==> src/rtl/irq_pkg.sv <==
package irq_pkg;
  localparam int NSRC = 12;

  localparam int B_RX_UNDER  = 0;
  localparam int B_RX_OVER   = 1;
  localparam int B_RX_THRESH = 2;
  localparam int B_TX_OVER   = 3;
  localparam int B_TX_THRESH = 4;
  localparam int B_RD_REQ    = 5;
  localparam int B_TX_ABORT  = 6;
  localparam int B_RD_DONE   = 7;
  localparam int B_ACTIVITY  = 8;
  localparam int B_STOP      = 9;
  localparam int B_START     = 10;
  localparam int B_GEN_CALL  = 11;

  localparam logic [NSRC-1:0] LEVEL_BITS =
    NSRC'((1 << B_RX_THRESH) | (1 << B_TX_THRESH));
  localparam logic [NSRC-1:0] STICKY_BITS = ~LEVEL_BITS;

  localparam int A_MASKED   = 5'h00;
  localparam int A_RAW      = 5'h01;
  localparam int A_MASK     = 5'h02;
  localparam int A_TX_THR   = 5'h03;
  localparam int A_RX_THR   = 5'h04;
  localparam int A_CLR_ALL  = 5'h05;
  localparam int A_CLR_BASE = 5'h10;

  localparam int CMP_W = 16;

  // Transmit threshold: active while the queue is at or below the level.
  function automatic logic tx_low(input logic [CMP_W-1:0] lvl,
                                  input logic [CMP_W-1:0] thr);
    return lvl <= thr;
  endfunction

  // Receive threshold: active once the queue holds more than the level.
  function automatic logic rx_high(input logic [CMP_W-1:0] lvl,
                                   input logic [CMP_W-1:0] thr);
    return lvl > thr;
  endfunction

  function automatic int clr_addr(input int src);
    return A_CLR_BASE + src;
  endfunction
endpackage

==> src/rtl/irq_latch_bank.sv <==
module irq_latch_bank
  import irq_pkg::*;
#(
  parameter int N = NSRC
) (
  input  logic         clk,
  input  logic         rst_n,
  input  logic [N-1:0] set_i,
  input  logic [N-1:0] clr_i,
  output logic [N-1:0] q_o
);
  for (genvar i = 0; i < N; i++) begin : g_bit
    if (STICKY_BITS[i]) begin : g_sticky
      logic q;
      always_ff @(posedge clk or negedge rst_n) begin
        if (!rst_n)        q <= 1'b0;
        else if (set_i[i]) q <= 1'b1;   // a new event beats a clear
        else if (clr_i[i]) q <= 1'b0;
      end
      assign q_o[i] = q;
    end else begin : g_level
      assign q_o[i] = 1'b0;
    end
  end

  logic unused_lvl;
  assign unused_lvl = ^(set_i & LEVEL_BITS[N-1:0]) ^ ^(clr_i & LEVEL_BITS[N-1:0]);
endmodule

==> src/rtl/irq_level_cmp.sv <==
module irq_level_cmp
  import irq_pkg::*;
#(
  parameter int LVL_W = 5
) (
  input  logic [LVL_W-1:0] tx_level,
  input  logic [LVL_W-1:0] rx_level,
  input  logic [LVL_W-1:0] tx_thr,
  input  logic [LVL_W-1:0] rx_thr,
  output logic             tx_hit,
  output logic             rx_hit
);
  assign tx_hit = tx_low(CMP_W'(tx_level), CMP_W'(tx_thr));
  assign rx_hit = rx_high(CMP_W'(rx_level), CMP_W'(rx_thr));
endmodule

==> src/rtl/irq_regs.sv <==
module irq_regs
  import irq_pkg::*;
#(
  parameter int ADDR_W = 5,
  parameter int DATA_W = 16,
  parameter int LVL_W  = 5,
  parameter int N      = NSRC
) (
  input  logic              clk,
  input  logic              rst_n,
  input  logic              wr_i,
  input  logic              rd_i,
  input  logic [ADDR_W-1:0] addr_i,
  input  logic [DATA_W-1:0] wdata_i,
  input  logic [N-1:0]      raw_i,
  output logic [N-1:0]      mask_o,
  output logic [LVL_W-1:0]  tx_thr_o,
  output logic [LVL_W-1:0]  rx_thr_o,
  output logic [N-1:0]      clr_o,
  output logic              clr_all_o,
  output logic              clr_rd_o,
  output logic [DATA_W-1:0] rdata_o
);
  logic [N-1:0] one_hit;
  logic         all_hit;

  assign all_hit = rd_i && (addr_i == ADDR_W'(A_CLR_ALL));

  for (genvar i = 0; i < N; i++) begin : g_clr
    if (STICKY_BITS[i]) begin : g_on
      assign one_hit[i] = rd_i && (addr_i == ADDR_W'(clr_addr(i)));
    end else begin : g_off
      assign one_hit[i] = 1'b0;
    end
  end

  assign clr_o     = one_hit | ({N{all_hit}} & STICKY_BITS[N-1:0]);
  assign clr_all_o = all_hit;
  assign clr_rd_o  = all_hit | (rd_i && (addr_i >= ADDR_W'(A_CLR_BASE))
                                     && (addr_i <  ADDR_W'(A_CLR_BASE + N)));

  always_ff @(posedge clk or negedge rst_n) begin
    if (!rst_n) begin
      mask_o   <= '0;
      tx_thr_o <= '0;
      rx_thr_o <= '0;
    end else if (wr_i) begin
      case (addr_i)
        ADDR_W'(A_MASK):   mask_o   <= wdata_i[N-1:0];
        ADDR_W'(A_TX_THR): tx_thr_o <= wdata_i[LVL_W-1:0];
        ADDR_W'(A_RX_THR): rx_thr_o <= wdata_i[LVL_W-1:0];
        default: ;
      endcase
    end
  end

  logic [DATA_W-1:0] rd_mux;
  always_comb begin
    rd_mux = '0;
    case (addr_i)
      ADDR_W'(A_MASKED): rd_mux = DATA_W'(raw_i & mask_o);
      ADDR_W'(A_RAW):    rd_mux = DATA_W'(raw_i);
      ADDR_W'(A_MASK):   rd_mux = DATA_W'(mask_o);
      ADDR_W'(A_TX_THR): rd_mux = DATA_W'(tx_thr_o);
      ADDR_W'(A_RX_THR): rd_mux = DATA_W'(rx_thr_o);
      default:           rd_mux = '0;  // clear addresses read as zero
    endcase
  end

  always_ff @(posedge clk or negedge rst_n) begin
    if (!rst_n)    rdata_o <= '0;
    else if (rd_i) rdata_o <= rd_mux;
  end

  logic unused_wd;
  assign unused_wd = ^wdata_i;
endmodule

==> src/rtl/irq_status_unit.sv <==
module irq_status_unit
  import irq_pkg::*;
#(
  parameter int Q_DEPTH = 16,
  parameter int ADDR_W  = 5,
  parameter int DATA_W  = 16,
  localparam int LVL_W  = $clog2(Q_DEPTH + 1)
) (
  input  logic              clk,
  input  logic              rst_n,
  input  logic [NSRC-1:0]   evt_i,
  input  logic [LVL_W-1:0]  tx_level,
  input  logic [LVL_W-1:0]  rx_level,
  input  logic              reg_wr,
  input  logic              reg_rd,
  input  logic [ADDR_W-1:0] reg_addr,
  input  logic [DATA_W-1:0] reg_wdata,
  output logic [DATA_W-1:0] reg_rdata,
  output logic              irq
);
  logic [NSRC-1:0]  sticky_vec;
  logic [NSRC-1:0]  raw_vec;
  logic [NSRC-1:0]  mask_vec;
  logic [NSRC-1:0]  clr_vec;
  logic [NSRC-1:0]  set_vec;
  logic             clr_all_hit;
  logic             clr_read_hit;
  logic [LVL_W-1:0] tx_thr_q;
  logic [LVL_W-1:0] rx_thr_q;
  logic             tx_hit;
  logic             rx_hit;

  assign set_vec = evt_i & STICKY_BITS;

  irq_regs #(.ADDR_W(ADDR_W), .DATA_W(DATA_W), .LVL_W(LVL_W), .N(NSRC)) u_regs (
    .clk(clk), .rst_n(rst_n), .wr_i(reg_wr), .rd_i(reg_rd), .addr_i(reg_addr),
    .wdata_i(reg_wdata), .raw_i(raw_vec), .mask_o(mask_vec),
    .tx_thr_o(tx_thr_q), .rx_thr_o(rx_thr_q), .clr_o(clr_vec),
    .clr_all_o(clr_all_hit), .clr_rd_o(clr_read_hit), .rdata_o(reg_rdata)
  );

  irq_latch_bank #(.N(NSRC)) u_latch (
    .clk(clk), .rst_n(rst_n), .set_i(set_vec), .clr_i(clr_vec), .q_o(sticky_vec)
  );

  irq_level_cmp #(.LVL_W(LVL_W)) u_cmp (
    .tx_level(tx_level), .rx_level(rx_level), .tx_thr(tx_thr_q), .rx_thr(rx_thr_q),
    .tx_hit(tx_hit), .rx_hit(rx_hit)
  );

  always_comb begin
    raw_vec              = sticky_vec;
    raw_vec[B_TX_THRESH] = tx_hit;
    raw_vec[B_RX_THRESH] = rx_hit;
  end

  assign irq = |(raw_vec & mask_vec);
endmodule

==> config.mk <==
export PLATFORM = sky130hd
export DESIGN_NAME = irq_status_unit
export DESIGN_NICKNAME = d
export VERILOG_FILES = /design/src/rtl/irq_pkg.sv /design/src/rtl/irq_latch_bank.sv /design/src/rtl/irq_level_cmp.sv /design/src/rtl/irq_regs.sv /design/src/rtl/irq_status_unit.sv
export SDC_FILE = /design/constraint.sdc
export NUM_CORES = 1
export LEC_CHECK = 0
export BUFFER_PORTS_ARGS = -buffer_cell sky130_fd_sc_hd__buf_2
export CORE_MARGIN = 1
export CORE_UTILIZATION = 39
export CTS_BUF_LIST = sky130_fd_sc_hd__clkbuf_8
export CTS_CLUSTER_SIZE = 30
export DETAILED_ROUTE_END_ITERATION = 8
export PLACE_DENSITY = 0.64
export RECOVER_POWER = 50
export SLEW_MARGIN = 40
export SYNTH_ARGS = -nofsm -noshare
export SYNTH_HDL_FRONTEND = slang
export SYNTH_SLANG_ARGS = --single-unit
==> constraint.sdc <==
create_clock -name clk -period 1.52 [get_ports clk]
set_clock_uncertainty 0.1 [all_clocks]
set_input_delay 0.152 -clock clk [delete_from_list [all_inputs] [get_ports clk]]
set_output_delay 0.152 -clock clk [all_outputs]
set_load 0.02 [all_outputs]
=== Word level (Yosys, flattened, before mapping) ===
Cells that the tools add are included.

* Bitwise operators: 3
* Reductions and logical operators: 26
* Order comparisons: 2
* Equal/unequal tests: 15
* Mux-type cells: 21

{| class="wikitable"
|+ Operators by type and width
! kind !! number
|-
| 16-bit one-hot mux with 5 select lines || 1
|-
| 5-bit == test (second input constant) || 10
|-
| 12-bit bitwise AND || 2
|-
| 1-bit 2-to-1 mux || 20
|-
| 2-bit nonzero test || 10
|-
| 12-bit bitwise OR || 1
|-
| 12-bit OR reduction || 1
|-
| 1-bit logical AND || 11
|-
| 5-bit by 2-bit == test with 1-bit output (second input constant) || 2
|-
| 5-bit by 3-bit == test with 1-bit output (second input constant) || 2
|-
| 2-bit AND reduction || 3
|-
| 5-bit by 1-bit == test with 1-bit output (second input constant) || 1
|-
| 5-bit greater-than comparator || 1
|-
| 5-bit less-or-equal comparator || 1
|-
| 5-bit logical NOT || 1
|}

* Bits of input ports: 47
* Flip-flop bits (word level): 48
* Logic and storage cells: 81
* Output and inout port bits: 17

=== Depth between registers and ports, before layout ===
Gate-level depths: netlist of the first run.

* Word-level depth: 5
* Depth in mapped cells: 6

=== Cells and area by module ===
A second synthesis of the first run with hierarchy kept.

* Cells, all modules: 252
* Area total of the unflattened synthesis: 2657.5 um2

{| class="wikitable"
|+ By module, submodules not included
! module !! area each (um2) !! cells an instance !! instances
|-
| irq_regs || 1880.6 || 167 || 1
|-
| irq_latch_bank || 456.7 || 43 || 1
|-
| irq_level_cmp || 240.2 || 34 || 1
|-
| irq_status_unit || 80.1 || 8 || 1
|}

=== Worst setup path before layout of the first run ===
No wires, ideal clock.

* Path kind: reg-to-output
* Start: reg u_regs.tx_thr_o[1]
* End: out irq
* Cell stages (with the launch flop): 7
* Path slack: -163 ps
* Required time: 1268 ps
* Buffers on the path: 0
* Arrival: 1431 ps
* Cells stage by stage: dfrtp_1 -> inv_1 -> ha_1 -> nor2b_1 -> o31ai_1 -> a21oi_1 -> o211ai_1

* Longest elaborated chain between the ends: 3

{| class="wikitable"
|+ RTL lines
! item !! line !! RTL
|-
| from (decl) || irq_regs.sv:17 || <nowiki>output logic [LVL_W-1:0] tx_thr_o,</nowiki>
|-
| from (signal assigned) || irq_regs.sv:50 || <nowiki>ADDR_W'(A_TX_THR): tx_thr_o <= wdata_i[LVL_W-1:0];</nowiki>
|-
| 5-bit less-or-equal comparator || irq_pkg.sv:34 || <nowiki>return lvl <= thr;</nowiki>
|-
| 12-bit bitwise AND || irq_status_unit.sv:57 || <nowiki>assign irq = |(raw_vec & mask_vec);</nowiki>
|-
| 12-bit OR reduction || irq_status_unit.sv:57 ||
|-
| to (decl) || irq_status_unit.sv:19 || <nowiki>output logic irq</nowiki>
|}

No other way between the ends.

=== Worst setup path in the final report of the first run ===
Same ends and word-level chain as after synthesis.

==> results of run 1 <==
## registers in the layout (all words and copies together) (netlist names)
register,cells
u_regs.mask_o,12
u_regs.rx_thr_o,5
u_latch.g_bit.g_sticky.q,10
u_regs.tx_thr_o,5
u_regs.rdata_o,12
## metrics by stage
step	instance area (µm²)	instances	setup slack (ns)	power [mW]	setup TNS, ns
6_report	3500	417	-0.505	3.36	-1.04
5_1_grt	3500	417	-0.617	3.55	-1.29
4_1_cts	3480	415	-0.518	3.34	-0.828
3_5_place_dp	3070	386	-0.230	2.22	-0.525
3_3_place_gp	3070	386	-0.177	2.19	-0.343
2_1_floorplan	2430	225	-0.163	1.82	-0.163
## cells in the mapped netlist (2+ instances only)
master    count  area [µm²]
o21ai_0       2        10.0
buf_2         7        35.0
a21oi_1       3        15.0
a22oi_1      11        82.6
nand4_1       2        12.5
nor2b_1       2        12.5
mux2_2       14         158
nand2_1       9        33.8
nor2_1       11        41.3
ha_1         10         125
nand3_1       6        30.0
nor4bb_1      2        20.0
inv_1        24        90.1
a22o_1        2        17.5
buf_4         5        37.5
and3_1        2        12.5
a31o_2        7        61.3
o22ai_1      14        87.6
o221ai_1      3        26.3
a221oi_1      2        17.5
a31oi_1       4        25.0
dfrtp_1      44        1100
a21o_1        3        22.5
mux2_4       10         150
and4b_1       2        20.0
## how the worst max path moves through the flow
stage / endpoint / start
finish: irq / u_regs.tx_thr_o[1]
detailed placement: irq / u_regs.tx_thr_o[1]
global placement: irq / u_regs.tx_thr_o[1]
floorplan: irq / u_regs.tx_thr_o[1]
global route: irq / u_regs.tx_thr_o[1]
CTS: irq / u_regs.tx_thr_o[1]
## kinds of logic after synthesis
family / Yosys count / synth area share (%)
other: 1 / 0.155
AOI/OAI and AO/OA: 56 / 16.8
DFF: 44 / 45.5
muxes: 25 / 13.1
and+or+nand+nor: 46 / 11.3
adders and majority gates: 10 / 5.17
buffers and inverters: 39 / 7.55
xor gates and xnor gates: 1 / 0.362
## cell type report
cell class | instances | area (µm²) | share of cell area (%)
clock buffers | 7 | 96.3 | 2.75
multi-input cells | 142 | 1240 | 35.4
repair buffers | 124 | 848 | 24.3
inverters | 24 | 90.1 | 2.58
flip-flops and latches | 44 | 1100 | 31.5
clock inverters | 1 | 30.0 | 0.859
well taps | 75 | 93.8 | 2.68
## power by group
part           total [mW]  switching [mW]  internal (mW)
Sequential           1.38          0.0846           1.30
Combinational        1.00           0.416          0.586
Clock               0.980           0.400          0.580
## layer usage
metal | wire (µm) | share of wire, % | global-route usage, %
met4 | 196 | 3.2 | 9.46
met3 | 241 | 3.9 | 3.26
met5 | 0 | 0 | 0
met1 | 2790 | 45 | 28.4
met2 | 2930 | 48 | 33.3
## what timing repair did
item,in CTS,in global routing
endpoints found under the setup margin,3,3
hold buffers,18,0
cloned,0,0
endpoints found under the hold margin,61,0
gates resized for setup,15,6
setup buffers,5,2
pin swaps,7,3
==> impl_metrics.toml, run 1 <==
[critical_path]
worst_r2r_endpoint = "u_regs.rdata_o[4]"
arrival_ns = 1.77
slowest_delay_ns = 0.40
reg2reg_from = "u_regs.tx_thr_o[1]"
path_max_fanout = 2
reg2reg_depth = 10
cpLargestDelayFamily = "compound AO/OA/AOI/OAI gates"
crit_buf_inv = 2
cp.required_ns = 1.27
end_kind = "primary output"
crit_cells = 7
crit_type = "flop to primary output"
cp_slowest_cell = "dfrtp_1"
reg2reg_slack_ns = -0.40
cp-start-kind = "flop"
worstPathCellList = "inv_2 > ha_4 > nor2b_4 > o31ai_2 > a21oi_2 > o211ai_1 > buf_4"

[global_routing]
grt.total_usage_pct = 21.0
grt_antenna_before_repair = 0
grt_pass1_wl_um = 10300
grt_max_degree = 45
grt_pass1_vias = 2147
grt.overflow.total = 0

[logic_synthesis]
yosysUniqueCellTypes = 46
seq_area_frac_synth_pct = 45.5
syn_area_um2 = 2420
synth_edf_count = 0
synth-seq-cells = 44
ys.warnings.count = 0
ys.flop_type = "dfrtp_1"
ys_async_sr_fraction_pct = 100
syn_inst = 222
postSynthAreaPerCell_um2 = 10.9

[routing]
ant_nets = 0
wl_per_cell_um = 14.8
vias = 2170
first_pass_iters = 4
drt_iter0_drc = 94
drc_errors = 0
via_per_inst = 5.20
wl_um = 6150

[sta]
tightest_slew_ns = 0.595
fin_ws_ns = -0.505
max-slew-margin-rel_pct = 60.3
slew_viol_final = 0
finalCritPeriodShare_pct = 133
finalSetupViolCount = 3
fmax_mhz = 494
rsz0062_at_grt = "true"
hold_viol = 0
finalHoldWorstSlack_ns = 0.0223
period_needed_ns = 2.02

[clock_network]
cts_max_level = 2
numCtsBuffers = 5
clock_sinks = 44
path_clk_slew_ns = 0.08
clockBufferDepth = 2
clock_latency_ns = 0.30
cts_tree = "yes"
cts_root_buf = "clkbuf_8"

[layout]
final_util_pct = 58.7
drive_gt1_share_pct = 46.8
nNetsFinal = 398
layout_common_cells = "51 x buf_2, 46 x buf_4, 44 x dfrtp_1"
area_growth_pct = 44.6
diodes = 0
final_common_cell = "buf_2"
fillers = 512

[pwr]
irDropWorstVdd_mv = 0.525
power_density_nw_per_um2 = 962
leakage_nw = 1.66

[outcome]
status = "complete, but fails checks"
violations = "setup timing"

[flow_run]
drv_cap = 0

[placed_design]
globalplace.congestion = 0.826
port_buffers = 53
dp_hpwl_um = 4510

[floorplan]
die_width_um = 80.8
core_area_um2 = 5960
die_height_um = 80.8
io_pins = 64
rows = 28
initial_core_util_pct = 40.6
die_area_um2 = 6520

[hold_path]
worstHoldStart = "reg_wdata[0]"
min_to = "u_regs.tx_thr_o[0]"
whs_path_depth = 2
hp-class = "input port to flop"
No activity file was read; power rests on OpenSTA's default activity.
==> run 2: changes to the inputs <==
--- a/config.mk
+++ b/config.mk
@@ -6,12 +6,14 @@
 export NUM_CORES = 1
 export LEC_CHECK = 0
 export BUFFER_PORTS_ARGS = -buffer_cell sky130_fd_sc_hd__buf_2
+export CELL_PAD_IN_SITES_DETAIL_PLACEMENT = 0
+export CELL_PAD_IN_SITES_GLOBAL_PLACEMENT = 1
 export CORE_MARGIN = 1
-export CORE_UTILIZATION = 39
+export CORE_UTILIZATION = 38
 export CTS_BUF_LIST = sky130_fd_sc_hd__clkbuf_8
 export CTS_CLUSTER_SIZE = 30
 export DETAILED_ROUTE_END_ITERATION = 8
-export PLACE_DENSITY = 0.64
+export PLACE_DENSITY = 0.78
 export RECOVER_POWER = 50
 export SLEW_MARGIN = 40
 export SYNTH_ARGS = -nofsm -noshare
==> run 2 against run 1 <==
Combinational power fell by 4%. Worst hold slack got worse by 0.0063 ns. Final area fell by 2.4%. Sequential power barely moved. Critical path depth did not move. Clock-buffer cell count fell by 2. Via count fell by 3.5%. Final cell count fell by 0.72%. Power fell by 9.3%. Largest power group unchanged. Die area rose by 2.6%. Routed wire length rose by 1.7%. Sequential share of layout area rose by 0.76 points. The run still ends with setup timing left.
==> impl_metrics.toml, run 2 (same netlist as run 1, synthesis figures left out) <==
[pwr]
p_int_mw = 2.16
power_density_nw_per_um2 = 894
p_switching_mw = 0.894
p_sw_share_pct = 29.3
clockPowerShare_pct = 23.1
leakage_nw = 1.63
irDropWorstVdd_mv = 0.466
comb_power_share_pct = 31.5
seqPwrFrac_pct = 45.4

[sta]
finalSetupViolCount = 3
finalHoldWorstSlack_ns = 0.0160
rsz0062_at_grt = "true"
max-slew-margin-rel_pct = 59.2
fin_ws_ns = -0.519
fmax_mhz = 490
period_needed_ns = 2.04
hold_viol = 0
slew_viol_final = 0
tightest_slew_ns = 0.611
finalCritPeriodShare_pct = 134

[placed_design]
port_buffers = 53
dp_hpwl_um = 4650
place_area_um2 = 3060
globalplace.congestion = 0.816
dpl.cell_count = 385
dp_slack_ns = -0.195

[clock_network]
numCtsBuffers = 5
cts_root_buf = "clkbuf_8"
path_clk_slew_ns = 0.08
clock_latency_ns = 0.30
cts_tree = "yes"
clockBufferDepth = 2
clock_sinks = 44
cts_max_level = 2

[critical_path]
arrival_ns = 1.79
cp.required_ns = 1.27
cp-start-kind = "flop"
path_max_fanout = 2
end_kind = "primary output"
crit_type = "flop to primary output"

[layout]
final_common_cell = "buf_2"
drive_gt1_share_pct = 45.1
layout_common_cells = "51 x buf_2, 47 x buf_4, 44 x dfrtp_1"
reg_top3 = "u_regs.mask_o (12), u_regs.rdata_o (12), u_latch.g_bit.g_sticky.q (10)"
diodes = 0
fin_cells = 414
nNetsFinal = 395
fillers = 535
area_growth_pct = 41.2
fin_area_um2 = 3410
final_util_pct = 56.7

[routing]
wl_um = 6260
first_pass_iters = 4
wl_per_cell_um = 15.1
drc_errors = 0
ant_nets = 0
vias = 2094
via_per_inst = 5.06
drt_iter0_drc = 107

[outcome]
status = "complete, but fails checks"
violations = "setup timing"

[floorplan]
die_area_um2 = 6690
core_area_um2 = 6030
rows = 28
die_width_um = 81.8
initial_core_util_pct = 40.1
die_height_um = 81.8
io_pins = 64

[global_routing]
grt_pass1_vias = 2055
grt_use_met3_pct = 3.44
grt_antenna_before_repair = 0
grt.met2_usage_pct = 34.2
grt_busiest_layer = "met2"
grt.overflow.total = 0
grt_pass1_wl_um = 10100
grt_max_degree = 45
use_met1_pct = 27.8
grt.total_usage_pct = 20.6

[flow_run]
drv_cap = 0

[hold_path]
hp-class = "input port to flop"
[run 2: critical path, cell delays in order (launching register included)]
cell and delay, ns:
dfrtp_1 0.39, inv_2 0.08, ha_4 0.20, nor2b_4 0.13, o31ai_4 0.24, a21oi_2 0.10
o211ai_1 0.18, buf_4 0.17
[run 2: routing by layer]
layer | vias up | share of wire (%) | wire [µm]
met3 | 7 | 3.1 | 197
li1 | 1034 | - | -
met5 | - | 0 | 0
met1 | 1011 | 48 | 3000
met2 | 42 | 47 | 2970
met4 | 0 | 1.5 | 91
[run 2: cell type report]
| cell class | instances | area, µm² | share of cell area, % |
|---|---|---|---|
| clock buffers | 5 | 68.8 | 2.02 |
| repair buffers | 121 | 811 | 23.7 |
| well taps | 75 | 93.8 | 2.75 |
| clock inverters | 3 | 16.3 | 0.476 |
| multi-input cells | 142 | 1230 | 36.1 |
| inverters | 24 | 90.1 | 2.64 |
| flip-flops and latches | 44 | 1100 | 32.2 |
[run 2: power by group through the flow]
stage	clock network (mW)	logic, mW	registers, mW
2_1_floorplan	0	0.418	1.40
3_3_place_gp	0	0.788	1.40
3_5_place_dp	0	0.808	1.41
4_1_cts	0.724	0.984	1.39
5_1_grt	0.767	1.05	1.40
6_report	0.705	0.961	1.39
[run 2: through the flow]
step                      setup TNS, ns  power, mW
final                            -0.681       3.05
after global routing             -0.865       3.22
after CTS                         -1.32       3.09
after detailed placement         -0.417       2.22
after global placement           -0.356       2.19
after floorplan                  -0.163       1.82
[run 2: final timing paths]
path	slack [ns]	to	from	cells after the start
min reg2reg	0.41	u_regs.rdata_o[4]	u_regs.rdata_o[4]	2
max	-0.52	irq	u_regs.tx_thr_o[1]	7
max reg2reg	-0.12	u_regs.rdata_o[4]	u_regs.tx_thr_o[1]	7
min	0.02	u_regs.rx_thr_o[0]	reg_wdata[0]	2
max in group asynchronous	0.50	u_regs.rdata_o[4]	rst_n	3
min in group asynchronous	0.40	u_regs.rdata_o[11]	rst_n	3
[run 2: what timing repair did]
item                                   in CTS  in global routing
pin swaps                                   5                  8
endpoints found under the hold margin      61                  0
gates cloned                                0                  0
hold buffers                               18                  0
setup buffers                              11                  2
setup endpoints to repair                   3                  4
resized for setup                          11                  8
==> run 3: changes to the inputs <==
--- a/config.mk
+++ b/config.mk
@@ -9,11 +9,11 @@
 export CELL_PAD_IN_SITES_DETAIL_PLACEMENT = 0
 export CELL_PAD_IN_SITES_GLOBAL_PLACEMENT = 1
 export CORE_MARGIN = 1
-export CORE_UTILIZATION = 38
+export CORE_UTILIZATION = 39
 export CTS_BUF_LIST = sky130_fd_sc_hd__clkbuf_8
 export CTS_CLUSTER_SIZE = 30
 export DETAILED_ROUTE_END_ITERATION = 8
-export PLACE_DENSITY = 0.78
+export PLACE_DENSITY = 0.77
 export RECOVER_POWER = 50
 export SLEW_MARGIN = 40
 export SYNTH_ARGS = -nofsm -noshare
==> constraint.sdc (replaced) <==
create_clock -name clk -period 2.24 [get_ports clk]
set_clock_uncertainty 0.1 [all_clocks]
set_input_delay 0.224 -clock clk [delete_from_list [all_inputs] [get_ports clk]]
set_output_delay 0.224 -clock clk [all_outputs]
set_load 0.02 [all_outputs]
==> run 3 against run 2 <==
Worst setup slack better by 0.63 ns. Global-route usage down 1.5 points. The run now ends clean. Final area down 13%. Power down 37%. Clock-buffer cell count unchanged. Largest cell class unchanged. First-iteration DRC count up 18%. Sequential share of layout area up 5.0 points. Critical endpoint unchanged. Register-to-register slack better by 0.72 ns. Non-clock buffer count down 53.
==> impl_metrics.toml, run 3 (same netlist as run 1, synthesis figures left out) <==
[critical_path]
cp-start-kind = "flop"
arrival_ns = 1.81
worstPathCellList = "inv_2 > ha_4 > nand4_1 > or2_4 > nand3_2 > o211ai_1 > buf_4"
crit_buf_inv = 2
path_max_fanout = 3
crit_type = "flop to primary output"
slowest_delay_ns = 0.41
end_kind = "primary output"
cpLargestDelayFamily = "simple AND/OR/NAND/NOR gates"
cp.required_ns = 1.92
cp_slowest_cell = "dfrtp_1"

[sta]
setup_tns_ns = 0
max-slew-margin-rel_pct = 25.7
period_needed_ns = 2.13
finalSetupViolCount = 0
fmax_mhz = 469
rsz0062_at_grt = "false"
finalCritPeriodShare_pct = 95.1
tightest_slew_ns = 1.11
hold_viol = 0
slew_viol_final = 0

[layout]
fin_cells = 360
reg_top3 = "u_regs.mask_o (12), u_regs.rdata_o (12), u_latch.g_bit.g_sticky.q (10)"
fin_area_um2 = 2960
diodes = 0
layout_common_cells = "44 x dfrtp_1, 39 x buf_2, 23 x inv_1"
area_growth_pct = 22.2
final_common_cell = "dfrtp_1"
nNetsFinal = 342
drive_gt1_share_pct = 36.5

[clock_network]
clock_sinks = 44
cts_root_buf = "clkbuf_8"
path_clk_slew_ns = 0.08
cts_max_level = 2
numCtsBuffers = 5
clockBufferDepth = 2
clock_latency_ns = 0.30
cts_tree = "yes"

[routing]
vias = 1887
wl_um = 5710
drc_errors = 0
ant_nets = 0
wl_per_cell_um = 15.9
via_per_inst = 5.24
first_pass_iters = 4
drt_iter0_drc = 126

[global_routing]
grt.total_usage_pct = 19.1
grt_pass1_vias = 1845
grt_pass1_wl_um = 9140
grt_max_degree = 24
grt_antenna_before_repair = 0
grt.overflow.total = 0

[pwr]
irDropWorstVdd_mv = 0.302
leakage_nw = 1.33
power_density_nw_per_um2 = 647

[floorplan]
rows = 28
initial_core_util_pct = 40.6
die_height_um = 80.8
die_width_um = 80.8
core_area_um2 = 5960
die_area_um2 = 6520
io_pins = 64

[placed_design]
dpl.cell_count = 347
dp_hpwl_um = 4260
port_buffers = 53
place_area_um2 = 2760
globalplace.congestion = 0.790

[hold_path]
hp-class = "input port to flop"

[outcome]
status = "completed"

[flow_run]
drv_cap = 0
run 3: changes by cell type in the layout (fill, tap and decap cells not counted), sizes merged:
cell,previous run,this run
clkbuf,10,21
buf,98,50
dlygate4sd3,18,2
inv,26,25
run 3: area by class of cell:
| type | count | area [µm²] |
|---|---|---|
| clock buffer | 5 | 68.8 |
| clock inverter | 2 | 8.76 |
| fill | 570 | 3000 |
| inverter | 24 | 90.1 |
| multi-input combinational | 142 | 1230 |
| sequential | 44 | 1100 |
| tap | 75 | 93.8 |
| timing repair buffer | 68 | 359 |
run 3: timing repair:
item                                   in CTS  in global routing
endpoints found under the hold margin      16                  0
resized for setup                           1                 14
setup buffers                               0                  4
pin swaps                                   0                  6
setup endpoints to repair                   1                  1
hold buffers                                2                  0
run 3: routing by layer:
| layer | global-route usage [%] | wire length, µm |
|---|---|---|
| met5 | 0 | 0 |
| met4 | 6.96 | 76 |
| met3 | 4.04 | 261 |
| met2 | 29.2 | 2670 |
| met1 | 26.7 | 2700 |
run 3: final timing paths:
| check | to | cells past startpoint | startpoint | slack, ns |
|---|---|---|---|---|
| worst max-delay path | irq | 7 | u_regs.rx_thr_o[3] | 0.11 |
| worst min-delay path | u_latch.g_bit[5].g_sticky.q | 2 | evt_i[5] | 0.02 |
| worst max register to register | u_regs.rdata_o[2] | 6 | u_regs.rx_thr_o[3] | 0.60 |
| worst min register to register | u_regs.rdata_o[4] | 2 | u_regs.rdata_o[4] | 0.42 |
| max in group asynchronous | u_regs.rdata_o[0] | 3 | rst_n | 0.51 |
| min in group asynchronous | u_regs.mask_o[11] | 2 | rst_n | 0.51 |
run 3: stage by stage:
stage               power [mW]  util (%)  hold WS (ns)  setup slack, ns
CTS                       1.86      48.1       0.00813          0.00199
floorplan                 1.24         -        -0.172            0.485
global placement          1.37      46.4        0.0713            0.350
finish                    1.91      49.6        0.0163            0.110
detailed placement        1.38      46.4        0.0749            0.341
global route              2.03      49.6       0.00864          0.00602
run 3: where the power goes:
group | internal, mW | switching (mW)
Combinational | 0.262 | 0.228
Sequential | 0.881 | 0.0772
Clock | 0.208 | 0.258
